### src/rtl/sysprot_pkg.sv
package sysprot_pkg;
  localparam logic [1:0] ADDR_CTRL = 2'd0;
  localparam logic [1:0] ADDR_FRZ  = 2'd1;
  localparam logic [1:0] ADDR_VEC  = 2'd2;
  localparam logic [1:0] ADDR_SVC  = 2'd3;

  localparam logic [7:0] KEY_FIRST  = 8'h55;
  localparam logic [7:0] KEY_SECOND = 8'hAA;
  localparam logic [7:0] VEC_RST    = 8'h0F;

  typedef struct packed {
    logic       wd_en;
    logic       wd_irq;
    logic       wd_pre;
    logic [1:0] wd_sel;
    logic       bm_en;
    logic [1:0] bm_sel;
  } ctrl_t;

  typedef enum logic {KEY_IDLE, KEY_ARMED} key_st_e;
endpackage

### src/rtl/sysprot_regs.sv
module sysprot_regs
  import sysprot_pkg::*;
(
  input  logic       clk_i,
  input  logic       rst_ni,
  input  logic       we_i,
  input  logic [1:0] addr_i,
  input  logic [7:0] wdata_i,
  input  logic       wd_fired_i,
  output ctrl_t      ctrl_o,
  output logic [1:0] frz_o,
  output logic [7:0] vec_o,
  output logic [1:0] rst_stat_o,
  output logic       svc_wr_o,
  output logic [7:0] rdata_o
);
  ctrl_t      ctrl_q;
  logic [1:0] frz_q;
  logic [7:0] vec_q;
  logic       hard_q, wdf_q;

  always_ff @(posedge clk_i or negedge rst_ni) begin
    if (!rst_ni) begin
      ctrl_q <= '0;
      frz_q  <= '0;
      vec_q  <= VEC_RST;
    end else if (we_i) begin
      case (addr_i)
        ADDR_CTRL: ctrl_q <= ctrl_t'(wdata_i);
        ADDR_FRZ:  frz_q  <= wdata_i[1:0];
        ADDR_VEC:  vec_q  <= wdata_i;
        default: ;
      endcase
    end
  end

  // status flags: hard reset sets hard, watchdog expiry swaps them
  always_ff @(posedge clk_i or negedge rst_ni) begin
    if (!rst_ni) begin
      hard_q <= 1'b1;
      wdf_q  <= 1'b0;
    end else if (wd_fired_i) begin
      hard_q <= 1'b0;
      wdf_q  <= 1'b1;
    end
  end

  always_comb begin
    case (addr_i)
      ADDR_CTRL: rdata_o = ctrl_q;
      ADDR_FRZ:  rdata_o = {6'b0, frz_q};
      ADDR_VEC:  rdata_o = vec_q;
      default:   rdata_o = {6'b0, hard_q, wdf_q};
    endcase
  end

  assign ctrl_o     = ctrl_q;
  assign frz_o      = frz_q;
  assign vec_o      = vec_q;
  assign rst_stat_o = {hard_q, wdf_q};
  assign svc_wr_o   = we_i && (addr_i == ADDR_SVC);
endmodule

### src/rtl/sysprot_key.sv
module sysprot_key
  import sysprot_pkg::*;
(
  input  logic       clk_i,
  input  logic       rst_ni,
  input  logic       svc_wr_i,
  input  logic [7:0] wdata_i,
  output logic       kick_o
);
  key_st_e st_q;

  always_ff @(posedge clk_i or negedge rst_ni) begin
    if (!rst_ni)
      st_q <= KEY_IDLE;
    else if (svc_wr_i)
      st_q <= (st_q == KEY_IDLE && wdata_i == KEY_FIRST) ? KEY_ARMED : KEY_IDLE;
  end

  assign kick_o = svc_wr_i && (st_q == KEY_ARMED) && (wdata_i == KEY_SECOND);
endmodule

### src/rtl/sysprot_wdog.sv
module sysprot_wdog #(
  parameter int WD_BASE_LOG2 = 9,
  parameter int WD_PRE_LOG2  = 9,
  localparam int CW  = WD_BASE_LOG2 + WD_PRE_LOG2 + 6,
  localparam int SHW = $clog2(CW + 1)
) (
  input  logic          clk_i,
  input  logic          rst_ni,
  input  logic          en_i,
  input  logic          irq_mode_i,
  input  logic          pre_i,
  input  logic [1:0]    sel_i,
  input  logic          hold_i,
  input  logic          kick_i,
  output logic          rst_o,
  output logic          irq_o,
  output logic          fire_rst_o,
  output logic [CW-1:0] cnt_o
);
  localparam logic [CW-1:0] ONE = CW'(1);

  logic [CW-1:0]  cnt_q, lim;
  logic [SHW-1:0] sh;
  logic           run, expire;

  assign sh     = SHW'(WD_BASE_LOG2) + (pre_i ? SHW'(WD_PRE_LOG2) : '0) + SHW'({sel_i, 1'b0});
  assign lim    = (ONE << sh) - ONE;
  assign run    = en_i && !hold_i;
  assign expire = run && !kick_i && (cnt_q >= lim);

  always_ff @(posedge clk_i or negedge rst_ni) begin
    if (!rst_ni)                cnt_q <= '0;
    else if (kick_i || !en_i)   cnt_q <= '0;
    else if (expire)            cnt_q <= '0;
    else if (run)               cnt_q <= cnt_q + ONE;
  end

  always_ff @(posedge clk_i or negedge rst_ni) begin
    if (!rst_ni) begin
      rst_o <= 1'b0;
      irq_o <= 1'b0;
    end else begin
      rst_o <= expire && !irq_mode_i;
      if (kick_i)                  irq_o <= 1'b0;
      else if (expire && irq_mode_i) irq_o <= 1'b1;
    end
  end

  assign fire_rst_o = expire && !irq_mode_i;
  assign cnt_o      = cnt_q;
endmodule

### src/rtl/sysprot_busmon.sv
module sysprot_busmon #(
  parameter int BM_MAX_LOG2 = 10,
  localparam int BW  = BM_MAX_LOG2,
  localparam int SBW = $clog2(BW + 1)
) (
  input  logic       clk_i,
  input  logic       rst_ni,
  input  logic       en_i,
  input  logic [1:0] sel_i,
  input  logic       hold_i,
  input  logic       start_i,
  input  logic       term_i,
  output logic       timeout_o,
  output logic       busy_o
);
  localparam logic [BW-1:0] ONE = BW'(1);

  logic [BW-1:0]  cnt_q, lim;
  logic [SBW-1:0] sh;
  logic           busy_q, expire;

  assign sh     = SBW'(BM_MAX_LOG2) - SBW'(sel_i);
  assign lim    = (ONE << sh) - ONE;
  assign expire = busy_q && !term_i && en_i && !hold_i && (cnt_q >= lim);

  always_ff @(posedge clk_i or negedge rst_ni) begin
    if (!rst_ni) begin
      cnt_q  <= '0;
      busy_q <= 1'b0;
    end else if (term_i || !busy_q) begin
      cnt_q  <= '0;
      busy_q <= start_i;
    end else if (!en_i) begin
      cnt_q  <= '0;
    end else if (expire) begin
      cnt_q  <= '0;
      busy_q <= 1'b0;
    end else if (!hold_i) begin
      cnt_q  <= cnt_q + ONE;
    end
  end

  always_ff @(posedge clk_i or negedge rst_ni) begin
    if (!rst_ni) timeout_o <= 1'b0;
    else         timeout_o <= expire;
  end

  assign busy_o = busy_q;
endmodule

### src/rtl/sysprot_unit.sv
module sysprot_unit
  import sysprot_pkg::*;
#(
  parameter int WD_BASE_LOG2 = 9,
  parameter int WD_PRE_LOG2  = 9,
  parameter int BM_MAX_LOG2  = 10,
  localparam int WD_CW = WD_BASE_LOG2 + WD_PRE_LOG2 + 6
) (
  input  logic       clk_i,
  input  logic       rst_ni,
  input  logic       reg_we_i,
  input  logic [1:0] reg_addr_i,
  input  logic [7:0] reg_wdata_i,
  output logic [7:0] reg_rdata_o,
  input  logic       bus_start_i,
  input  logic       bus_term_i,
  input  logic       dbg_freeze_i,
  output logic       wd_rst_o,
  output logic       wd_irq_o,
  output logic [7:0] wd_vec_o,
  output logic       bm_timeout_o
);
  ctrl_t            ctrl;
  logic [1:0]       frz, rst_stat;
  logic             svc_wr, kick, wd_fired, wd_hold, bm_hold, bm_busy;
  logic [WD_CW-1:0] wd_cnt;

  assign wd_hold = dbg_freeze_i && frz[1];
  assign bm_hold = dbg_freeze_i && frz[0];

  sysprot_regs i_regs (
    .clk_i, .rst_ni,
    .we_i       (reg_we_i),
    .addr_i     (reg_addr_i),
    .wdata_i    (reg_wdata_i),
    .wd_fired_i (wd_fired),
    .ctrl_o     (ctrl),
    .frz_o      (frz),
    .vec_o      (wd_vec_o),
    .rst_stat_o (rst_stat),
    .svc_wr_o   (svc_wr),
    .rdata_o    (reg_rdata_o)
  );

  sysprot_key i_key (
    .clk_i, .rst_ni,
    .svc_wr_i (svc_wr),
    .wdata_i  (reg_wdata_i),
    .kick_o   (kick)
  );

  sysprot_wdog #(.WD_BASE_LOG2(WD_BASE_LOG2), .WD_PRE_LOG2(WD_PRE_LOG2)) i_wdog (
    .clk_i, .rst_ni,
    .en_i       (ctrl.wd_en),
    .irq_mode_i (ctrl.wd_irq),
    .pre_i      (ctrl.wd_pre),
    .sel_i      (ctrl.wd_sel),
    .hold_i     (wd_hold),
    .kick_i     (kick),
    .rst_o      (wd_rst_o),
    .irq_o      (wd_irq_o),
    .fire_rst_o (wd_fired),
    .cnt_o      (wd_cnt)
  );

  sysprot_busmon #(.BM_MAX_LOG2(BM_MAX_LOG2)) i_busmon (
    .clk_i, .rst_ni,
    .en_i      (ctrl.bm_en),
    .sel_i     (ctrl.bm_sel),
    .hold_i    (bm_hold),
    .start_i   (bus_start_i),
    .term_i    (bus_term_i),
    .timeout_o (bm_timeout_o),
    .busy_o    (bm_busy)
  );
endmodule

### config.mk
export PLATFORM = sky130hd
export DESIGN_NAME = sysprot_unit
export DESIGN_NICKNAME = d
export VERILOG_FILES = /design/src/rtl/sysprot_pkg.sv /design/src/rtl/sysprot_regs.sv /design/src/rtl/sysprot_key.sv /design/src/rtl/sysprot_wdog.sv /design/src/rtl/sysprot_busmon.sv /design/src/rtl/sysprot_unit.sv
export SDC_FILE = /design/constraint.sdc
export NUM_CORES = 1
export LEC_CHECK = 0
export CORE_MARGIN = 5
export CORE_UTILIZATION = 45
export CTS_CLUSTER_SIZE = 8
export DETAILED_ROUTE_END_ITERATION = 16
export GPL_TIMING_DRIVEN = 0
export HOLD_SLACK_MARGIN = 0.06
export PLACE_DENSITY = 0.67
export SETUP_SLACK_MARGIN = 0.3
export SKIP_LAST_GASP = 1
export SYNTH_ARGS = -nofsm -noshare
export SYNTH_HDL_FRONTEND = slang
export SYNTH_HIERARCHICAL = 1
export SYNTH_SLANG_ARGS = --single-unit
### constraint.sdc
create_clock -name clk_i -period 2.3 [get_ports clk_i]
set_input_delay 0.23 -clock clk_i [delete_from_list [all_inputs] [get_ports clk_i]]
set_output_delay 0.23 -clock clk_i [all_outputs]
set_load 0.02 [all_outputs]
# Word-level counts from Yosys, hierarchy flattened
# Cells that the tools add are included.
[word_totals]
regBits = 59
in_bits = 16
output_inout_bits = 19
wordCells = 83
[op_classes]
addsub = 7
order_cmp = 2
n_eq_ne = 6
n_shift = 2
mux = 15
bitwise_logic = 1
n_reduce_logical = 33
[op_table]
columns = ["cell", "n"]
rows = [
  ["2-to-1 mux 24 bit", 3],
  ["2-to-1 mux 10 bit", 4],
  ["adder 24 x 1 -> 24 bit (second input constant)", 1],
  ["greater-or-equal comparator 24 bit", 1],
  ["case mux 8 bit (3 select lines)", 1],
  ["<< shifter 1 x 5 -> 24 bit (first input constant)", 1],
  ["subtractor 24 x 1 -> 24 bit (second input constant)", 1],
  ["logical AND 1 bit", 15],
  ["adder 10 x 1 -> 10 bit (second input constant)", 1],
  ["greater-or-equal comparator 10 bit", 1],
  ["<< shifter 1 x 4 -> 10 bit (first input constant)", 1],
  ["subtractor 10 x 1 -> 10 bit (second input constant)", 1],
  ["equality test 8 x 7 -> 1 bit (second input constant)", 1],
  ["equality test 8 bit (second input constant)", 1],
  ["AND reduction 2 bit", 4],
  ["zero test 1 bit", 7],
  ["2-to-1 mux 1 bit", 6],
  ["nonzero test 2 bit", 3],
  ["adder 4 x 5 -> 5 bit (first input constant)", 1],
  ["adder 5 x 3 -> 5 bit", 1],
  ["equality test 2 bit (second input constant)", 2],
  ["2-to-1 mux 4 bit", 1],
  ["inequality test 4 bit (second input constant)", 1],
  ["subtractor 4 x 2 -> 4 bit (first input constant)", 1],
  ["other kinds (5)", 6],
]

# Depth between registers and ports, before layout
# Gate-level depths: netlist (run 1).
[depth]
depth_word = 10
mapped_depth = 15

# By module
# The synthesis (run 1) kept the hierarchy.
[by_module_without_submodules]
columns = ["module", "n_inst", "cells_per_inst", "area_each_um2", "seq_area_each_um2"]
rows = [
  ["sysprot_wdog", 1, 267, 2234.6, 650.6],
  ["sysprot_regs", 1, 62, 928.4, 506.7],
  ["sysprot_busmon", 1, 81, 833.3, 300.3],
  ["sysprot_key", 1, 9, 106.4, 25.0],
  ["sysprot_unit", 1, 2, 12.5, 0.0],
]

# Worst setup path before layout (run 1)
# No wires, ideal clock.
[synth_path]
path_kind = "reg-to-reg"
start = "reg i_regs.ctrl_q (netlist bit i_regs/ctrl_o[4])"
end = "reg i_wdog.cnt_q[18], in the netlist i_wdog/cnt_o[18]"
t_arrival_ps = 2392
required_ps = 2224
setup_slack_ps = -169
stages_incl_launch_ff = 13
period_less_slack_ps = 2469
path_cell_list = "dfrtp_1 -> clkbuf_1 -> nor2_1 -> xnor2_1 -> nand2_1 -> ha_1 -> nand2_1 -> nor3_1 -> nor3_2 -> nand4_2 -> buf_2 -> or4_1 -> o21ai_1"
[synth_between]
elab_chain_cells = 7
[synth_lines]
columns = ["element", "line_no", "text"]
rows = [
  ["start: declaration", "sysprot_regs.sv:17", "ctrl_t ctrl_q;"],
  ["start signal: assignment", "sysprot_regs.sv:29", "ADDR_CTRL: ctrl_q <= ctrl_t'(wdata_i);"],
  ["adder 5 x 3 -> 5 bit (*)", "sysprot_wdog.sv:26", "assign sh = SHW'(WD_BASE_LOG2) + (pre_i ? SHW'(WD_PRE_LOG2) : '0) + SHW'({sel_i, 1'b0});"],
  ["<< shifter 1 x 5 -> 24 bit (*)", "sysprot_wdog.sv:27", "assign lim = (ONE << sh) - ONE;"],
  ["subtractor 24 x 1 -> 24 bit (*)", "sysprot_wdog.sv:27", ""],
  ["greater-or-equal comparator 24 bit (*)", "sysprot_wdog.sv:29", "assign expire = run && !kick_i && (cnt_q >= lim);"],
  ["logical AND 1 bit (*)", "sysprot_wdog.sv:29", ""],
  ["2-to-1 mux 24 bit", "sysprot_wdog.sv:34", "else if (expire) cnt_q <= '0;"],
  ["2-to-1 mux 24 bit", "sysprot_wdog.sv:33", "else if (kick_i || !en_i) cnt_q <= '0;"],
  ["end signal: assignment", "sysprot_wdog.sv:35", "else if (run) cnt_q <= cnt_q + ONE;"],
  ["end: declaration", "sysprot_wdog.sv:22", "logic [CW-1:0] cnt_q, lim;"],
]
# Every way passes the cells marked *; elsewhere a longest branch is shown, timed or not.
# A chain may end at the register's enable or synchronous reset.

# Worst setup path after layout (run 1)
[layout_path]
start = "reg i_regs.ctrl_q (netlist bit i_regs/ctrl_o[3])"
end = "reg i_regs.wdf_q"
[layout_between]
elab_chain_cells = 6
[layout_lines]
columns = ["element", "line_no", "text"]
rows = [
  ["adder 5 x 3 -> 5 bit", "sysprot_wdog.sv:26", ""],
  ["<< shifter 1 x 5 -> 24 bit", "sysprot_wdog.sv:27", ""],
  ["subtractor 24 x 1 -> 24 bit", "sysprot_wdog.sv:27", ""],
  ["greater-or-equal comparator 24 bit", "sysprot_wdog.sv:29", ""],
  ["logical AND 1 bit", "sysprot_wdog.sv:29", ""],
  ["logical AND 1 bit", "sysprot_wdog.sv:49", "assign fire_rst_o = expire && !irq_mode_i;"],
  ["net wd_fired", "sysprot_unit.sv:25", "logic svc_wr, kick, wd_fired, wd_hold, bm_hold, bm_busy;"],
  ["end signal: assignment", "sysprot_regs.sv:41", "wdf_q <= 1'b0;"],
  ["end signal: assignment", "sysprot_regs.sv:44", "wdf_q <= 1'b1;"],
  ["end: declaration", "sysprot_regs.sv:20", "logic hard_q, wdf_q;"],
]
# The timed path passes the listed nets, and every way through them passes these cells.

==> results of run 1 <==
per-layer routing:
layer / share of wire [%] / vias to the layer above
met4: 1.8 / 0
met2: 49 / 79
met1: 46 / 1796
met5: 0 / -
met3: 3.6 / 16
li1: - / 1726
critical path, cell delays in order (launching register included):
cell,delay (ps)
dfrtp_1,390
buf_8,140
xnor2_2,110
nand3_2,110
ha_4,280
nand4_1,230
nor2_2,270
nand4_1,150
buf_4,170
nand4_4,130
buf_8,150
nor2_4,40
nor3b_4,240
or2_4,150
cell usage in the layout, fill, tap and decap left out, types with 11 or more instances in the layout:
| cell | instances |
|---|---|
| clkdlybuf4s50_1 | 24 |
| buf_6 | 17 |
| dfrtp_1 | 53 |
| nand3_1 | 13 |
| or4_1 | 11 |
| mux2_2 | 19 |
| ha_1 | 31 |
| buf_4 | 18 |
| a21oi_1 | 15 |
| nand4_1 | 14 |
| nand2_1 | 27 |
| inv_1 | 25 |
| clkbuf_8 | 11 |
| nor2_1 | 13 |
| o21ai_1 | 12 |
power by group:
part	switching, mW	internal, mW	leakage (nW)
logic	0.531	0.493	1.55
registers	0.0799	1.12	0.765
clock network	0.491	0.405	0.0868
worst paths after layout:
path | cells past startpoint | endpoint | slack [ps] | from
setup / recovery | 13 | i_regs/wdf_q$_DFFE_PN0P_ | -320 | i_regs/ctrl_o[3]$_DFFE_PN0P_
hold / removal | 2 | i_regs/wdf_q$_DFFE_PN0P_ | 410 | rst_ni
hold reg to reg | 1 | i_regs/hard_q$_DFFE_PN1P_ | 490 | i_regs/hard_q$_DFFE_PN1P_
max in group asynchronous | 3 | i_regs/vec_o[3]$_DFFE_PN1P_ | 1230 | rst_ni
setup reg to reg | 13 | i_regs/wdf_q$_DFFE_PN0P_ | -320 | i_regs/ctrl_o[3]$_DFFE_PN0P_
min in group clk_i | 1 | i_regs/hard_q$_DFFE_PN1P_ | 490 | i_regs/hard_q$_DFFE_PN1P_
area by class of cell:
type	count	area (sq um)
Buffer	17	202.7
Clock inverter	7	58.81
Multi-Input combinational cell	324	2861
Fill cell	682	3244
Inverter	25	93.84
Tap cell	108	135.1
Clock buffer	9	123.9
Sequential cell	59	1484
Timing Repair Buffer	64	601.8
state kept, by name, summed over array words and instances, names as in the netlist, 2 cells and up:
name / flops
i_wdog/cnt_o: 24
i_regs/frz_o: 2
i_regs/ctrl_o: 8
i_regs/vec_o: 8
i_busmon/cnt_q: 10
timing repair:
item	in CTS	in global routing
hold buffers	1	0
pin swaps	21	36
resized for setup	36	55
gates cloned	1	0
endpoints found under the setup margin	46	37
buffers inserted	15	12
endpoints found under the hold margin	17	0
==> results.json, run 1 <==
{
  "grtUsageMet3_pct": 2.812,
  "leakage_nw": 2.402,
  "ant_nets": 0,
  "nets": 550,
  "gp_congestion": 0.8337,
  "setup_tns_ps": -7045,
  "cts.sinks": 59,
  "io_pins": 35,
  "core_sq_mm": 0.008806,
  "htree_levels": 3,
  "area_growth_pct": 35.64,
  "avgSynthCellArea_sq_um": 9.786,
  "rsz0062_at_grt": "true",
  "portBuffers": 34,
  "gr-total-overflow": 0,
  "worst_skew_pair.late_latency_ps": 340,
  "dr.pass1.iters": 4,
  "fp.dieH_microns": 105.5,
  "start_util_pct": 46.56,
  "p_per_area_mw_per_mm2": 561.6,
  "fmax_ghz": 0.3810,
  "yosys_warnings": 6,
  "synth_area_sq_mm": 0.004100,
  "wl_mm": 10.93,
  "track_usage_pct": 19.85,
  "vdd_drop_max_v": 0.0004157,
  "timing.hold.ws_ps": 405.9,
  "wl_per_cell_microns": 17.83,
  "grt_use_met1_pct": 25.94,
  "antenna_found_initial": 0,
  "dp_cells": 568,
  "gr-usage-met2_pct": 32.88,
  "grt_busiest_layer": "met2",
  "dpl-instance-area_sq_mm": 0.004712,
  "worst_pin_slew_ps": 800.6,
  "tritoncts": "built",
  "drt_iter0_drc": 131,
  "report.final.slew_viol_count": 0,
  "fin_cells": 613,
  "hpwl_mm": 7.420,
  "fin_crit_sh_pct": 114.1,
  "clkSlewWorstSetupHoldPaths_ps": 80,
  "worst_slack_ps": -324.6,
  "fp.dieW_microns": 105.5,
  "remaining_drc_errors": 0,
  "worst_hold_path_type": "in2async",
  "drive_above_1_share_pct": 31.49,
  "worstPathMaxFanout": 8,
  "max_slew_margin_pct": 46.63,
  "finalHoldViolCount": 0,
  "pre_cts_ws_ps": -523.0,
  "first_global_vias": 3659,
  "viasPerCell": 5.900,
  "postSynthCellCount": 419,
  "finalInstanceArea_sq_mm": 0.005562,
  "cp.arrival_ps": 2920,
  "fin_util_pct": 63.16,
  "min_period_ps": 2625,
  "num_antenna_cells": 0,
  "grt_first_pass_wirelength_mm": 17.93,
  "cts-root-buf": "clkbuf_8",
  "rows": 34,
  "final-setup-viol-count": 28,
  "violations": "setup timing",
  "end_kind": "flip-flop",
  "cp-start-kind": "flip-flop",
  "vias": 3617,
  "cp_data_required_time_ps": 2590,
  "maxCapViolCount": 0,
  "power_mw": 3.123,
  "grt_max_degree": 39,
  "die-area_sq_mm": 0.01112,
  "outcome": "finished with violations",
  "numCtsBuffers": 9,
  "max-clock-path-buffers": 2,
  "crit_type": "reg2reg",
  "fin_skew_ps": 7.405
}
No activity file was read; power rests on OpenSTA's default activity.
==> run 2, diff against run 1 <==
--- a/config.mk
+++ b/config.mk
@@ -5,13 +5,15 @@
 export SDC_FILE = /design/constraint.sdc
 export NUM_CORES = 1
 export LEC_CHECK = 0
-export CORE_MARGIN = 5
+export CORE_MARGIN = 8
 export CORE_UTILIZATION = 45
+export CTS_BUF_LIST = sky130_fd_sc_hd__clkbuf_2 sky130_fd_sc_hd__clkbuf_4 sky130_fd_sc_hd__clkbuf_8
 export CTS_CLUSTER_SIZE = 8
 export DETAILED_ROUTE_END_ITERATION = 16
 export GPL_TIMING_DRIVEN = 0
 export HOLD_SLACK_MARGIN = 0.06
 export PLACE_DENSITY = 0.67
+export RECOVER_POWER = 100
 export SETUP_SLACK_MARGIN = 0.3
 export SKIP_LAST_GASP = 1
 export SYNTH_ARGS = -nofsm -noshare
==> run 2 against run 1 <==
Sequential power barely moved. Die area rose by 12%. The run still ends with setup timing left. Combinational power fell by 12%.
==> results.json, run 2 (same netlist as run 1, synthesis figures left out) <==
{
  "report.final.slew_viol_count": 0,
  "worst_hold_path_type": "in2reg",
  "num_antenna_cells": 0,
  "pwr-share-seq_pct": 39.0,
  "wl_mm": 10.65,
  "setup_tns_ps": -4907,
  "cpMostUsedCell": "buf_8",
  "path_cells": "buf_8, xnor2_2, nand3_1, ha_1, nand4_1, nor4_1, nand2_1, buf_6, nand4_4, buf_8, nor2_4, nor3b_4, or2_4",
  "cp_data_required_time_ps": 2590,
  "fin_skew_ps": 7.076,
  "power_switching_mw": 1.035,
  "viasPerCell": 5.853,
  "io_pins": 35,
  "cts.sinks": 59,
  "min_period_ps": 2557,
  "slowest_delay_ps": 380,
  "first_global_vias": 3687,
  "hpwl_mm": 7.312,
  "cts-root-buf": "clkbuf_8",
  "nets": 541,
  "antenna_found_initial": 0,
  "drt_iter0_drc": 163,
  "grt_max_degree": 60,
  "fmax_ghz": 0.3911,
  "grt_first_pass_wirelength_mm": 17.65,
  "leakage_nw": 2.303,
  "fp.dieW_microns": 111.5,
  "final-setup-viol-count": 29,
  "fin_crit_sh_pct": 111.2,
  "final_cell_mix": "53 x dfrtp_1, 32 x ha_1, 27 x nand2_1",
  "rows": 35,
  "p_per_area_mw_per_mm2": 586.9,
  "drive_above_1_share_pct": 26.21,
  "gr-total-overflow": 0,
  "pre_cts_ws_ps": -559.3,
  "portBuffers": 34,
  "combPwrFrac_pct": 29.0,
  "clkPwrFrac_pct": 31.9,
  "largest_reg_flops": 24,
  "dr.pass1.iters": 4,
  "start_util_pct": 45.45,
  "cp-start-kind": "flip-flop",
  "core_sq_mm": 0.009021,
  "cp.arrival_ps": 2850,
  "violations": "setup timing",
  "num-fill-cells": 802,
  "p_int_mw": 2.044,
  "tritoncts": "built",
  "fp.dieH_microns": 111.5,
  "remaining_drc_errors": 0,
  "max_slew_margin_pct": 0.9919,
  "wl_per_cell_microns": 17.54,
  "worst_slack_ps": -256.7,
  "numCtsBuffers": 9,
  "outcome": "finished with violations",
  "ant_nets": 0,
  "rsz0062_at_grt": "true",
  "final_common_cell": "dfrtp_1",
  "maxCapViolCount": 0,
  "vias": 3553,
  "vdd_drop_max_v": 0.0003994,
  "crit_type": "reg2reg",
  "die-area_sq_mm": 0.01242,
  "power_mw": 3.078,
  "worst_skew_pair.late_latency_ps": 340,
  "track_usage_pct": 17.08,
  "area_growth_pct": 27.92,
  "worst_pin_slew_ps": 1485,
  "gp_congestion": 0.8087,
  "end_kind": "flip-flop",
  "worstPathMaxFanout": 8,
  "switching_share_pct": 33.61,
  "finalHoldViolCount": 0,
  "htree_levels": 3,
  "clkSlewWorstSetupHoldPaths_ps": 80,
  "max-clock-path-buffers": 2,
  "cp_slowest_cell": "dfrtp_1"
}
==> run 2: area by class of cell <==
type | count | area (sq um) | share of cell area, %
clock buffers | 9 | 123.9 | 2.362
flip-flops and latches | 59 | 1484 | 28.29
repair buffers | 55 | 503.0 | 9.590
well taps | 111 | 138.9 | 2.648
multi-input cells | 324 | 2639 | 50.31
inverters | 25 | 93.84 | 1.789
clock inverters | 7 | 77.57 | 1.479
plain buffers | 17 | 185.2 | 3.531
==> run 2: final timing paths <==
kind,to,slack (ps),startpoint,cells past startpoint
setup reg to reg,i_regs/wdf_q$_DFFE_PN0P_,-260,i_regs/ctrl_o[3]$_DFFE_PN0P_,13
setup / recovery,i_regs/wdf_q$_DFFE_PN0P_,-260,i_regs/ctrl_o[3]$_DFFE_PN0P_,13
min in group asynchronous,i_wdog/cnt_o[20]$_DFFE_PN0P_,750,rst_ni,2
hold reg to reg,i_regs/wdf_q$_DFFE_PN0P_,490,i_regs/wdf_q$_DFFE_PN0P_,1
hold / removal,i_busmon/busy_o$_DFFE_PN0P_,480,bus_start_i,3
max in group asynchronous,i_regs/ctrl_o[5]$_DFFE_PN0P_,520,rst_ni,2
==> run 2: power groups by stage <==
stage	clock [mW]	combinational, mW	sequential, mW
2_1_floorplan	0	0.504	1.24
6_report	0.983	0.894	1.20
3_3_place_gp	0	0.780	1.22
3_5_place_dp	0	0.800	1.22
4_1_cts	1.00	0.889	1.20
5_1_grt	1.05	0.973	1.21
==> run 2: per-stage QoR <==
| stage | cell area, sq um | util (%) | hold slack, ps | std cells |
|---|---|---|---|---|
| floorplan | 4222 | - | -65.59 | 425 |
| global placement | 4701 | 52.11 | 472.0 | 570 |
| detailed placement | 4698 | 52.08 | 358.8 | 570 |
| CTS | 5179 | 57.41 | 470.0 | 602 |
| global route | 5245 | 58.14 | 490.3 | 607 |
| finish | 5245 | 58.14 | 483.7 | 607 |
==> run 2: timing repair <==
item / in CTS / in global routing
endpoints found under the hold margin: 54 / 0
setup buffers: 15 / 5
endpoints found under the setup margin: 46 / 36
resized for setup: 39 / 20
pin swaps: 15 / 20
hold buffers: 1 / 0
==> run 2: metal layers <==
layer	GRT usage [%]	share of wire (%)
met5	0	0
met4	6.222	1.3
met3	3.548	4.1
met2	29.04	50
met1	20.73	45
==> run 2: worst max-delay path, delay by kind of cell (launching register included) <==
kind / cells / cell delay, ps
XOR/XNOR: 1 / 110
adder cells (fa/ha/maj): 1 / 290
AND/OR/NAND/NOR: 8 / 1290
buffers and inverters: 3 / 430
flip-flops: 1 / 380
